<file path="src/rtl/srs_pkg.sv">
package srs_pkg;

  typedef enum logic [2:0] {
    PH_IDLE = 3'd0,
    PH_HOLD = 3'd1,
    PH_STEP = 3'd2,
    PH_GAP  = 3'd3,
    PH_LOW  = 3'd4
  } phase_e;

  // Microseconds to whole clock cycles for an integer MHz clock.
  function automatic int unsigned us_to_cycles(input int unsigned mhz,
                                               input int unsigned us);
    return mhz * us;
  endfunction

endpackage

</file>
<file path="src/rtl/srs_rst_sync.sv">
module srs_rst_sync (
  input  logic clk,
  input  logic arst_n,
  output logic srst_n
);

  logic meta_q;
  logic sync_q;

  always_ff @(posedge clk or negedge arst_n) begin
    if (!arst_n) begin
      meta_q <= 1'b0;
      sync_q <= 1'b0;
    end else begin
      meta_q <= 1'b1;
      sync_q <= meta_q;
    end
  end

  assign srst_n = sync_q;

endmodule

</file>
<file path="src/rtl/srs_timer.sv">
module srs_timer #(
  parameter int unsigned TW = 8
) (
  input  logic          clk,
  input  logic          rst_n,
  input  logic          load,
  input  logic [TW-1:0] load_val,
  output logic          expired
);

  logic [TW-1:0] cnt_q;
  logic [TW-1:0] cnt_d;
  logic          cnt_en;

  always_comb begin
    cnt_en = 1'b0;
    cnt_d  = cnt_q;
    if (load) begin
      cnt_en = 1'b1;
      cnt_d  = load_val;
    end else if (cnt_q != '0) begin
      cnt_en = 1'b1;
      cnt_d  = cnt_q - 1'b1;
    end
  end

  always_ff @(posedge clk or negedge rst_n) begin
    if (!rst_n) begin
      cnt_q <= '0;
    end else if (cnt_en) begin
      cnt_q <= cnt_d;
    end
  end

  assign expired = (cnt_q == '0);

endmodule

</file>
<file path="src/rtl/srs_ctrl.sv">
module srs_ctrl
  import srs_pkg::*;
#(
  parameter int unsigned PAIRS    = 2,
  parameter int unsigned STEP_CYC = 15,
  parameter int unsigned GAP_CYC  = 1000,
  parameter int unsigned LOW_CYC  = 20,
  parameter int unsigned TW       = 10,
  parameter int unsigned SW       = 3
) (
  input  logic          clk,
  input  logic          rst_n,
  input  logic          start,
  input  logic          expired,
  output logic          load,
  output logic [TW-1:0] load_val,
  output phase_e        phase,
  output logic [SW-1:0] step,
  output logic          done
);

  localparam int unsigned LAST_STEP = 3 * PAIRS;
  localparam int unsigned END_STEP  = LAST_STEP + 1;
  localparam logic [TW-1:0] STEP_V  = TW'(STEP_CYC - 1);
  localparam logic [TW-1:0] GAP_V   = TW'(GAP_CYC - 1);
  localparam logic [TW-1:0] LOW_V   = TW'(LOW_CYC - 1);

  phase_e        phase_q, phase_d;
  logic [SW-1:0] step_q, step_d;
  logic          done_q, done_d;
  logic          state_en;

  always_comb begin
    phase_d  = phase_q;
    step_d   = step_q;
    done_d   = 1'b0;
    load     = 1'b0;
    load_val = '0;
    unique case (phase_q)
      PH_IDLE: begin
        if (start) begin
          phase_d  = PH_HOLD;
          step_d   = '0;
          load     = 1'b1;
          load_val = STEP_V;
        end
      end
      PH_HOLD: begin
        if (expired) begin
          phase_d  = PH_STEP;
          step_d   = SW'(1);
          load     = 1'b1;
          load_val = STEP_V;
        end
      end
      PH_STEP: begin
        if (expired) begin
          load = 1'b1;
          if (step_q == SW'(LAST_STEP)) begin
            phase_d  = PH_GAP;
            load_val = GAP_V;
          end else begin
            step_d   = step_q + 1'b1;
            load_val = STEP_V;
          end
        end
      end
      PH_GAP: begin
        if (expired) begin
          phase_d  = PH_LOW;
          load     = 1'b1;
          load_val = LOW_V;
        end
      end
      PH_LOW: begin
        if (expired) begin
          phase_d = PH_IDLE;
          step_d  = SW'(END_STEP);
          done_d  = 1'b1;
        end
      end
      default: begin
        phase_d = PH_IDLE;
        step_d  = '0;
      end
    endcase
  end

  assign state_en = (phase_d != phase_q) || (step_d != step_q);

  always_ff @(posedge clk or negedge rst_n) begin
    if (!rst_n) begin
      phase_q <= PH_IDLE;
      step_q  <= '0;
    end else if (state_en) begin
      phase_q <= phase_d;
      step_q  <= step_d;
    end
  end

  always_ff @(posedge clk or negedge rst_n) begin
    if (!rst_n) begin
      done_q <= 1'b0;
    end else begin
      done_q <= done_d;
    end
  end

  assign phase = phase_q;
  assign step  = step_q;
  assign done  = done_q;

endmodule

</file>
<file path="src/rtl/srs_decode.sv">
module srs_decode
  import srs_pkg::*;
#(
  parameter int unsigned PAIRS = 2,
  parameter int unsigned SW    = 3
) (
  input  phase_e             phase,
  input  logic [SW-1:0]      step,
  output logic [2*PAIRS-1:0] lane_rst,
  output logic [2*PAIRS-1:0] lane_pdn,
  output logic [PAIRS-1:0]   pll_rst,
  output logic               pcs_rst_n,
  output logic               busy
);

  localparam int unsigned END_STEP = 3 * PAIRS + 1;

  for (genvar p = 0; p < PAIRS; p++) begin : g_pair
    localparam int unsigned PDN_AT = 3 * p + 1;
    localparam int unsigned PLL_AT = 3 * p + 2;
    localparam int unsigned RST_AT = 3 * p + 3;
    assign lane_pdn[2*p +: 2] = {2{step < SW'(PDN_AT)}};
    assign pll_rst[p]         = (step < SW'(PLL_AT));
    assign lane_rst[2*p +: 2] = {2{step < SW'(RST_AT)}};
  end

  assign pcs_rst_n = (phase == PH_GAP) ||
                     ((phase == PH_IDLE) && (step == SW'(END_STEP)));
  assign busy      = (phase != PH_IDLE);

endmodule

</file>
<file path="src/rtl/serdes_rst_seq.sv">
module serdes_rst_seq
  import srs_pkg::*;
#(
  parameter int unsigned CLK_MHZ = 250,
  parameter int unsigned PAIRS   = 2,
  parameter int unsigned STEP_US = 15,
  parameter int unsigned GAP_US  = 1000,
  parameter int unsigned LOW_US  = 20
) (
  input  logic               clk,
  input  logic               rst_n,
  input  logic               start,
  output logic [2*PAIRS-1:0] lane_rst,
  output logic [2*PAIRS-1:0] lane_pdn,
  output logic [PAIRS-1:0]   pll_rst,
  output logic               pcs_rst_n,
  output logic               busy,
  output logic               done
);

  localparam int unsigned STEP_CYC = us_to_cycles(CLK_MHZ, STEP_US);
  localparam int unsigned GAP_CYC  = us_to_cycles(CLK_MHZ, GAP_US);
  localparam int unsigned LOW_CYC  = us_to_cycles(CLK_MHZ, LOW_US);
  localparam int unsigned MAX_CYC  = (GAP_CYC > STEP_CYC) ?
                                     ((GAP_CYC > LOW_CYC) ? GAP_CYC : LOW_CYC) :
                                     ((STEP_CYC > LOW_CYC) ? STEP_CYC : LOW_CYC);
  localparam int unsigned TW       = $clog2(MAX_CYC + 1);
  localparam int unsigned SW       = $clog2(3 * PAIRS + 2);

  logic          srst_n;
  logic          tmr_load;
  logic [TW-1:0] tmr_val;
  logic          tmr_expired;
  phase_e        phase;
  logic [SW-1:0] step;

  srs_rst_sync u_rst_sync (
    .clk    (clk),
    .arst_n (rst_n),
    .srst_n (srst_n)
  );

  srs_timer #(.TW(TW)) u_timer (
    .clk      (clk),
    .rst_n    (srst_n),
    .load     (tmr_load),
    .load_val (tmr_val),
    .expired  (tmr_expired)
  );

  srs_ctrl #(
    .PAIRS    (PAIRS),
    .STEP_CYC (STEP_CYC),
    .GAP_CYC  (GAP_CYC),
    .LOW_CYC  (LOW_CYC),
    .TW       (TW),
    .SW       (SW)
  ) u_ctrl (
    .clk      (clk),
    .rst_n    (srst_n),
    .start    (start),
    .expired  (tmr_expired),
    .load     (tmr_load),
    .load_val (tmr_val),
    .phase    (phase),
    .step     (step),
    .done     (done)
  );

  srs_decode #(.PAIRS(PAIRS), .SW(SW)) u_decode (
    .phase     (phase),
    .step      (step),
    .lane_rst  (lane_rst),
    .lane_pdn  (lane_pdn),
    .pll_rst   (pll_rst),
    .pcs_rst_n (pcs_rst_n),
    .busy      (busy)
  );

endmodule

</file>
<file path="config.mk">
export PLATFORM = sky130hd
export DESIGN_NAME = serdes_rst_seq
export DESIGN_NICKNAME = d
export VERILOG_FILES = /design/src/rtl/srs_pkg.sv /design/src/rtl/srs_rst_sync.sv /design/src/rtl/srs_timer.sv /design/src/rtl/srs_ctrl.sv /design/src/rtl/srs_decode.sv /design/src/rtl/serdes_rst_seq.sv
export SDC_FILE = /design/constraint.sdc
export NUM_CORES = 1
export LEC_CHECK = 0
export ABC_AREA = 1
export BUFFER_PORTS_ARGS = -buffer_cell sky130_fd_sc_hd__buf_2
export CORE_MARGIN = 1
export CORE_UTILIZATION = 52
export DETAILED_ROUTE_END_ITERATION = 12
export PLACE_DENSITY = 0.75
export SYNTH_ARGS = -nofsm -noshare
export SYNTH_HDL_FRONTEND = slang
export SYNTH_HIERARCHICAL = 1
export SYNTH_SLANG_ARGS = --single-unit
export TNS_END_PERCENT = 50
</file>
<file path="constraint.sdc">
create_clock -name clk -period 1.5 [get_ports clk]
set_input_delay 0.225 -clock clk [delete_from_list [all_inputs] [get_ports clk]]
set_output_delay 0.225 -clock clk [all_outputs]
set_load 0.02 [all_outputs]
</file>
# Word-level counts from Yosys, hierarchy flattened
# Index checks and enable logic that the tools add are counted.
dict set report totals {
  out_inout_bits 13
  input_bits 3
  reg_bits 27
  wordCells 59
}
dict set report classes {
  eq_ne 8
  addsub 2
  n_lt_le_gt_ge 6
  reduce_logical 10
  muxes 27
}
# cell count
set op_table {}
lappend op_table {{18-bit 2-to-1 mux} 4}
lappend op_table {{18-bit one-hot mux with 4 select lines} 1}
lappend op_table {{3-bit 2-to-1 mux} 11}
lappend op_table {{3-bit one-hot mux with 5 select lines} 2}
lappend op_table {{12-bit 2-to-1 mux} 2}
lappend op_table {{18-bit zero test} 1}
lappend op_table {{18-bit nonzero test} 1}
lappend op_table {{18-bit by 1-bit subtractor with 18-bit output (second input constant)} 1}
lappend op_table {{13-bit 2-to-1 mux} 1}
lappend op_table {{3-bit equality test (second input constant)} 3}
lappend op_table {{3-bit less-than comparator (second input constant)} 3}
lappend op_table {{3-bit by 2-bit equality test with 1-bit output (second input constant)} 2}
lappend op_table {{3-bit by 2-bit less-than comparator with 1-bit output (second input constant)} 2}
lappend op_table {{3-bit inequality test} 2}
lappend op_table {{1-bit 2-to-1 mux} 5}
lappend op_table {{3-bit by 1-bit adder with 3-bit output (second input constant)} 1}
lappend op_table {{3-bit by 1-bit equality test with 1-bit output (second input constant)} 1}
lappend op_table {{3-bit zero test} 1}
lappend op_table {{3-bit by 1-bit less-than comparator with 1-bit output (second input constant)} 1}
lappend op_table {{3-bit nonzero test} 1}
lappend op_table {{3-bit OR reduction} 1}
lappend op_table {{1-bit logical OR} 2}
lappend op_table {{1-bit one-hot mux with 2 select lines} 1}
lappend op_table {{2-bit AND reduction} 1}
lappend op_table {{other kinds (2)} 2}

# Logic depth before layout (Yosys ltp)
dict set report depth {
  ltp_word 6
  mapped_depth 19
  depth_no_buf 17
}

# By module
# The synthesis kept the hierarchy.
# mod seq_area_each_um2 n_inst area_each_um2 cells_each
set modules_own_cells {}
lappend modules_own_cells {srs_timer 450.4 1 1288.7 192}
lappend modules_own_cells {srs_ctrl 175.2 1 646.9 97}
lappend modules_own_cells {srs_decode 0.0 1 90.1 17}
lappend modules_own_cells {srs_rst_sync 50.0 1 53.8 3}

# Least setup slack after synthesis
# No wires, ideal clock.
dict set report synth_timing {
  path_kind {flip-flop to flip-flop}
  from {register u_timer.cnt_q[0]}
  to {register u_timer.cnt_q[17]}
  path_slack_ps -1084
  setup_time_ps 117
  synth_period_minus_slack_ps 2584
  t_required_ps 1383
  stages_incl_launch_ff 19
  arrival_time_ps 2467
  path_buffers 2
  path_cell_list {dfrtp_1 inv_1 ha_1 nand2_4 nor2_8 nand3_1 nor2_1 nand2_1 inv_1 inv_2 nor2_2 nand2_1 nand2_1 buf_2 inv_1 buf_2 or2_2 nand2_1 nor2_1}
}
dict set report synth_between {
  elab_chain_len 5
  elab_cells_between_ends 13
  classes_between {add/sub: 1; mux: 8; reduce/logical: 4}
}
# item line
set synth_lines {}
lappend synth_lines {{start: declaration} srs_timer.sv:11} ;# logic [TW-1:0] cnt_q;
lappend synth_lines {{start signal: assignment} srs_timer.sv:31} ;# cnt_q <= cnt_d;
lappend synth_lines {{18-bit zero test (*)} srs_timer.sv:35} ;# assign expired = (cnt_q == '0);
lappend synth_lines {{named net tmr_expired} serdes_rst_seq.sv:33} ;# logic tmr_expired;
lappend synth_lines {{1-bit 2-to-1 mux (*)} {srs_ctrl.sv:49, srs_ctrl.sv:57, srs_ctrl.sv:69}}
lappend synth_lines {{1-bit one-hot mux with 2 select lines (*)} srs_ctrl.sv:39} ;# unique case (phase_q)
lappend synth_lines {{named net tmr_load} serdes_rst_seq.sv:31} ;# logic tmr_load;
lappend synth_lines {{2-bit nonzero test (no source line) or 1-bit 2-to-1 mux (tied branches)} n/a}
lappend synth_lines {{2-bit AND reduction (no source line)} n/a}
# Mark *: on every way through the listed nets, which the timed path passes. The rest lies on a longest branch. The select of a mux whose other input is x is not followed.
# A chain may end at the register's enable or synchronous reset.

# Worst setup path after layout
dict set report layout_timing {
  from {register u_timer.cnt_q[9]}
  to {register u_timer.cnt_q[3]}
}
# Same word-level chain as after synthesis.

==> impl_metrics.tcl <==
set metrics [dict create \
    status "finished, violations left" \
    failed_checks "setup timing" \
    crit_required_ns 1.71 \
    worst_slack_ns -0.624 \
    antenna_cells 0 \
    cpLargestDelayFamily "simple AND/OR/NAND/NOR gates" \
    async_reset_ff_frac 1.00 \
    clkPwrFrac 0.339 \
    cp_slowest_cell "dfrtp_1" \
    ioPinCount 16 \
    synthCells 309 \
    vias_per_cell 5.59 \
    met1_usage 0.358 \
    core_area_mm2 0.00374 \
    pwr-share-seq 0.567 \
    setup_viol 29 \
    ys.flop_type "dfrtp_1" \
    cts_tree "built" \
    clock_latency_ns 0.28 \
    path_common_cell "nor2_4" \
    vdd_ir_drop_max_v 0.000557 \
    dpl_cell_area_mm2 0.00250 \
    grt_max_degree 26 \
    grt-busiest-layer "met2" \
    dr_total_vias 2394 \
    ys_types 33 \
    synth.most_common_cell "nand2_1" \
    synth-seq-cells 27 \
    placement.io_buffers 15 \
    yosys.area.top_type_share 0.325 \
    wl_um 7150 \
    synth_enable_flop_cells 0 \
    clock_path_buffers 2 \
    grt_pass1_vias 2172 \
    min_period_over_period 1.42 \
    p_comb_frac 0.095 \
    clockRootBuffer "clkbuf_8" \
    grt_overflow 0 \
    intPower_uw 985 \
    die_h_um 65.2 \
    place_congestion 0.928 \
    synth_top_area_cell "dfrtp_1" \
    slowest_delay_ns 0.44 \
    grt_pass1_wl_um 9830 \
    fin_skew_ns 0.00192 \
    leakagePower_nw 1.52 \
    drt-initial-drc-count 266 \
    power_switching_uw 341 \
    critical_path_class "flip-flop to flip-flop" \
    antenna_found_initial 0 \
    dp_cells 405 \
    yosys_warnings 6 \
    wire_per_inst_um 16.7 \
    rows 22 \
    yosys-top-cells-count "nand2_1 (83), nor2_1 (37), inv_1 (34), nand3_1 (34), dfrtp_1 (27)" \
    p_per_area_mw_per_mm2 443 \
    use_met3 0.0365 \
    path_clk_slew_ns 0.10 \
    hold_path_class "input pin to async pin" \
    stdcell_count 428 \
    cp_max_fo 9 \
    fmax_ghz 0.471 \
    drc_errors 0 \
    maxCapViolCount 0 \
    met2_usage 0.544 \
    syn_to_final_growth_pct 43.8 \
    finalPower_mw 1.33 \
    ys_seq_area_frac 0.325 \
    swShare 0.257 \
    crit_chain "nor2_4 > nand2_1 > inv_1 > nand3_4 > nor2_4 > nand2_1 > inv_2 > inv_4 > nor2_4 > nand2_2 > nand2_4 > buf_12 > buf_8 > nand2_2 > a21oi_2" \
    ant_nets 0 \
    dp_slack_ns -0.607 \
    cts.sinks 27 \
    hold_viol 0 \
    min_period_ns 2.12 \
    worst_setup_path_end_kind "flip-flop" \
    rsz0062_at_grt "yes" \
    critical_path_buf_inv_count 5 \
    avgSynthCellArea_um2 6.73 \
    die-area_mm2 0.00426 \
    final_nets 387 \
    layout-drive-gt1-share 0.458 \
    numCtsBuffers 3 \
    dp_hpwl_um 3840 \
    cp.arrival_ns 2.33 \
    netlist_area_mm2 0.00208 \
    initial_utilization 0.555 \
    drv_slew 0 \
    gr-usage-all-layers 0.307 \
    htreeDepth 1 \
    synthTopCellsByArea "dfrtp_1 (32%), nand2_1 (15%), nand3_1 (8.2%)" \
    firstDrtPassIters 5 \
    critPathLaunchType "flip-flop" \
    hold_ws_ns 0.235 \
    die_w_um 65.2 \
    final_cell_area_mm2 0.00299 \
]
[routing by layer]
| metal | part of all wire | up-vias |
|---|---|---|
| met3 | 0.067 | 35 |
| met2 | 0.50 | 139 |
| met4 | 0.040 | 0 |
| met1 | 0.39 | 1120 |
| li1 | - | 1100 |
| met5 | 0 | - |
[area by class of cell]
class | count | area (um^2)
multi-input cells | 222 | 1340
fillers | 247 | 753
repair buffers | 85 | 683
flip-flops and latches | 27 | 677
inverters | 41 | 176
well taps | 48 | 60.1
clock buffers | 4 | 45.0
repair inverters | 1 | 8.76
[cells by family after synthesis]
kind of cell	synth area share
adder cells (fa/ha/maj)	0.0181
other	0.00361
AO/OA/AOI/OAI	0.0848
buffers and inverters	0.150
AND/OR/NAND/NOR	0.418
flip-flops	0.325
[power groups by stage]
stage	logic (mW)	registers, mW	clock network [mW]
after floorplan	0.0462	0.775	0
after global placement	0.0999	0.763	0
after detailed placement	0.102	0.764	0
after CTS	0.111	0.749	0.442
after global routing	0.137	0.752	0.477
final	0.126	0.751	0.449
[worst reg2reg max path: cells and delay by family (launching register included)]
family / cells / cell delay [ns]
buffers and inverters: 5 / 0.54
AOI/OAI and AO/OA: 1 / 0.16
and+or+nand+nor: 9 / 0.91
DFF: 1 / 0.44
[cells in the final DEF (no fill, tap or decap), types with 3 or more instances in the layout]
| master | netlist | layout |
|---|---|---|
| nand2_1 | 83 | 67 |
| buf_4 | 16 | 61 |
| inv_1 | 34 | 29 |
| nor2_1 | 37 | 29 |
| nand3_1 | 34 | 29 |
| dfrtp_1 | 27 | 26 |
| nand2_2 | 5 | 17 |
| nor2_2 | 9 | 12 |
| buf_2 | 2 | 11 |
| inv_2 | 6 | 9 |
| buf_6 | 0 | 8 |
| nor2_4 | 3 | 8 |
| a21oi_2 | 4 | 8 |
| nand3_2 | 2 | 6 |
| o21ai_0 | 14 | 6 |
| o21ai_2 | 0 | 6 |
| nand2_4 | 1 | 5 |
| conb_1 | 2 | 4 |
| a21oi_1 | 8 | 4 |
| clkbuf_8 | 0 | 3 |
[flip-flops by register name, summed over array words and instances, names as in the netlist]
name / cells
u_rst_sync/srst_n: 1
u_ctrl/phase: 3
u_ctrl/step: 3
u_rst_sync/meta_q: 1
u_ctrl/done: 1
u_timer/cnt_q: 18
[final timing paths]
check                                  start           endpoint  slack [ns]  cells after the start
setup / recovery            u_timer/cnt_q[9]   u_timer/cnt_q[3]       -0.62                     15
hold / removal                         rst_n  u_rst_sync/srst_n        0.23                      2
setup reg to reg            u_timer/cnt_q[9]   u_timer/cnt_q[3]       -0.62                     15
hold reg to reg            u_rst_sync/srst_n   u_timer/cnt_q[2]        0.24                      1
max in group asynchronous  u_rst_sync/srst_n    u_ctrl/phase[2]        0.99                      1
min in group clk                       start     u_ctrl/step[0]        0.30                      4
[per-stage QoR]
| step | utilization | setup TNS [ns] |
|---|---|---|
| 2_1_floorplan | - | -12.58 |
| 3_3_place_gp | 0.669 | -10.03 |
| 3_5_place_dp | 0.669 | -11.47 |
| 4_1_cts | 0.742 | -8.89 |
| 5_1_grt | 0.799 | -15.07 |
| 6_report | 0.799 | -12.63 |
[repair_timing]
| item | in CTS | in global routing |
|---|---|---|
| pin swaps | 19 | 15 |
| cloned | 1 | 0 |
| resized for setup | 43 | 46 |
| hold buffers | 1 | 0 |
| buffers inserted | 11 | 6 |
| endpoints found under the setup margin | 29 | 31 |
| hold endpoints to repair | 2 | 0 |
Note: power is estimated with default switching activity, not from simulation.
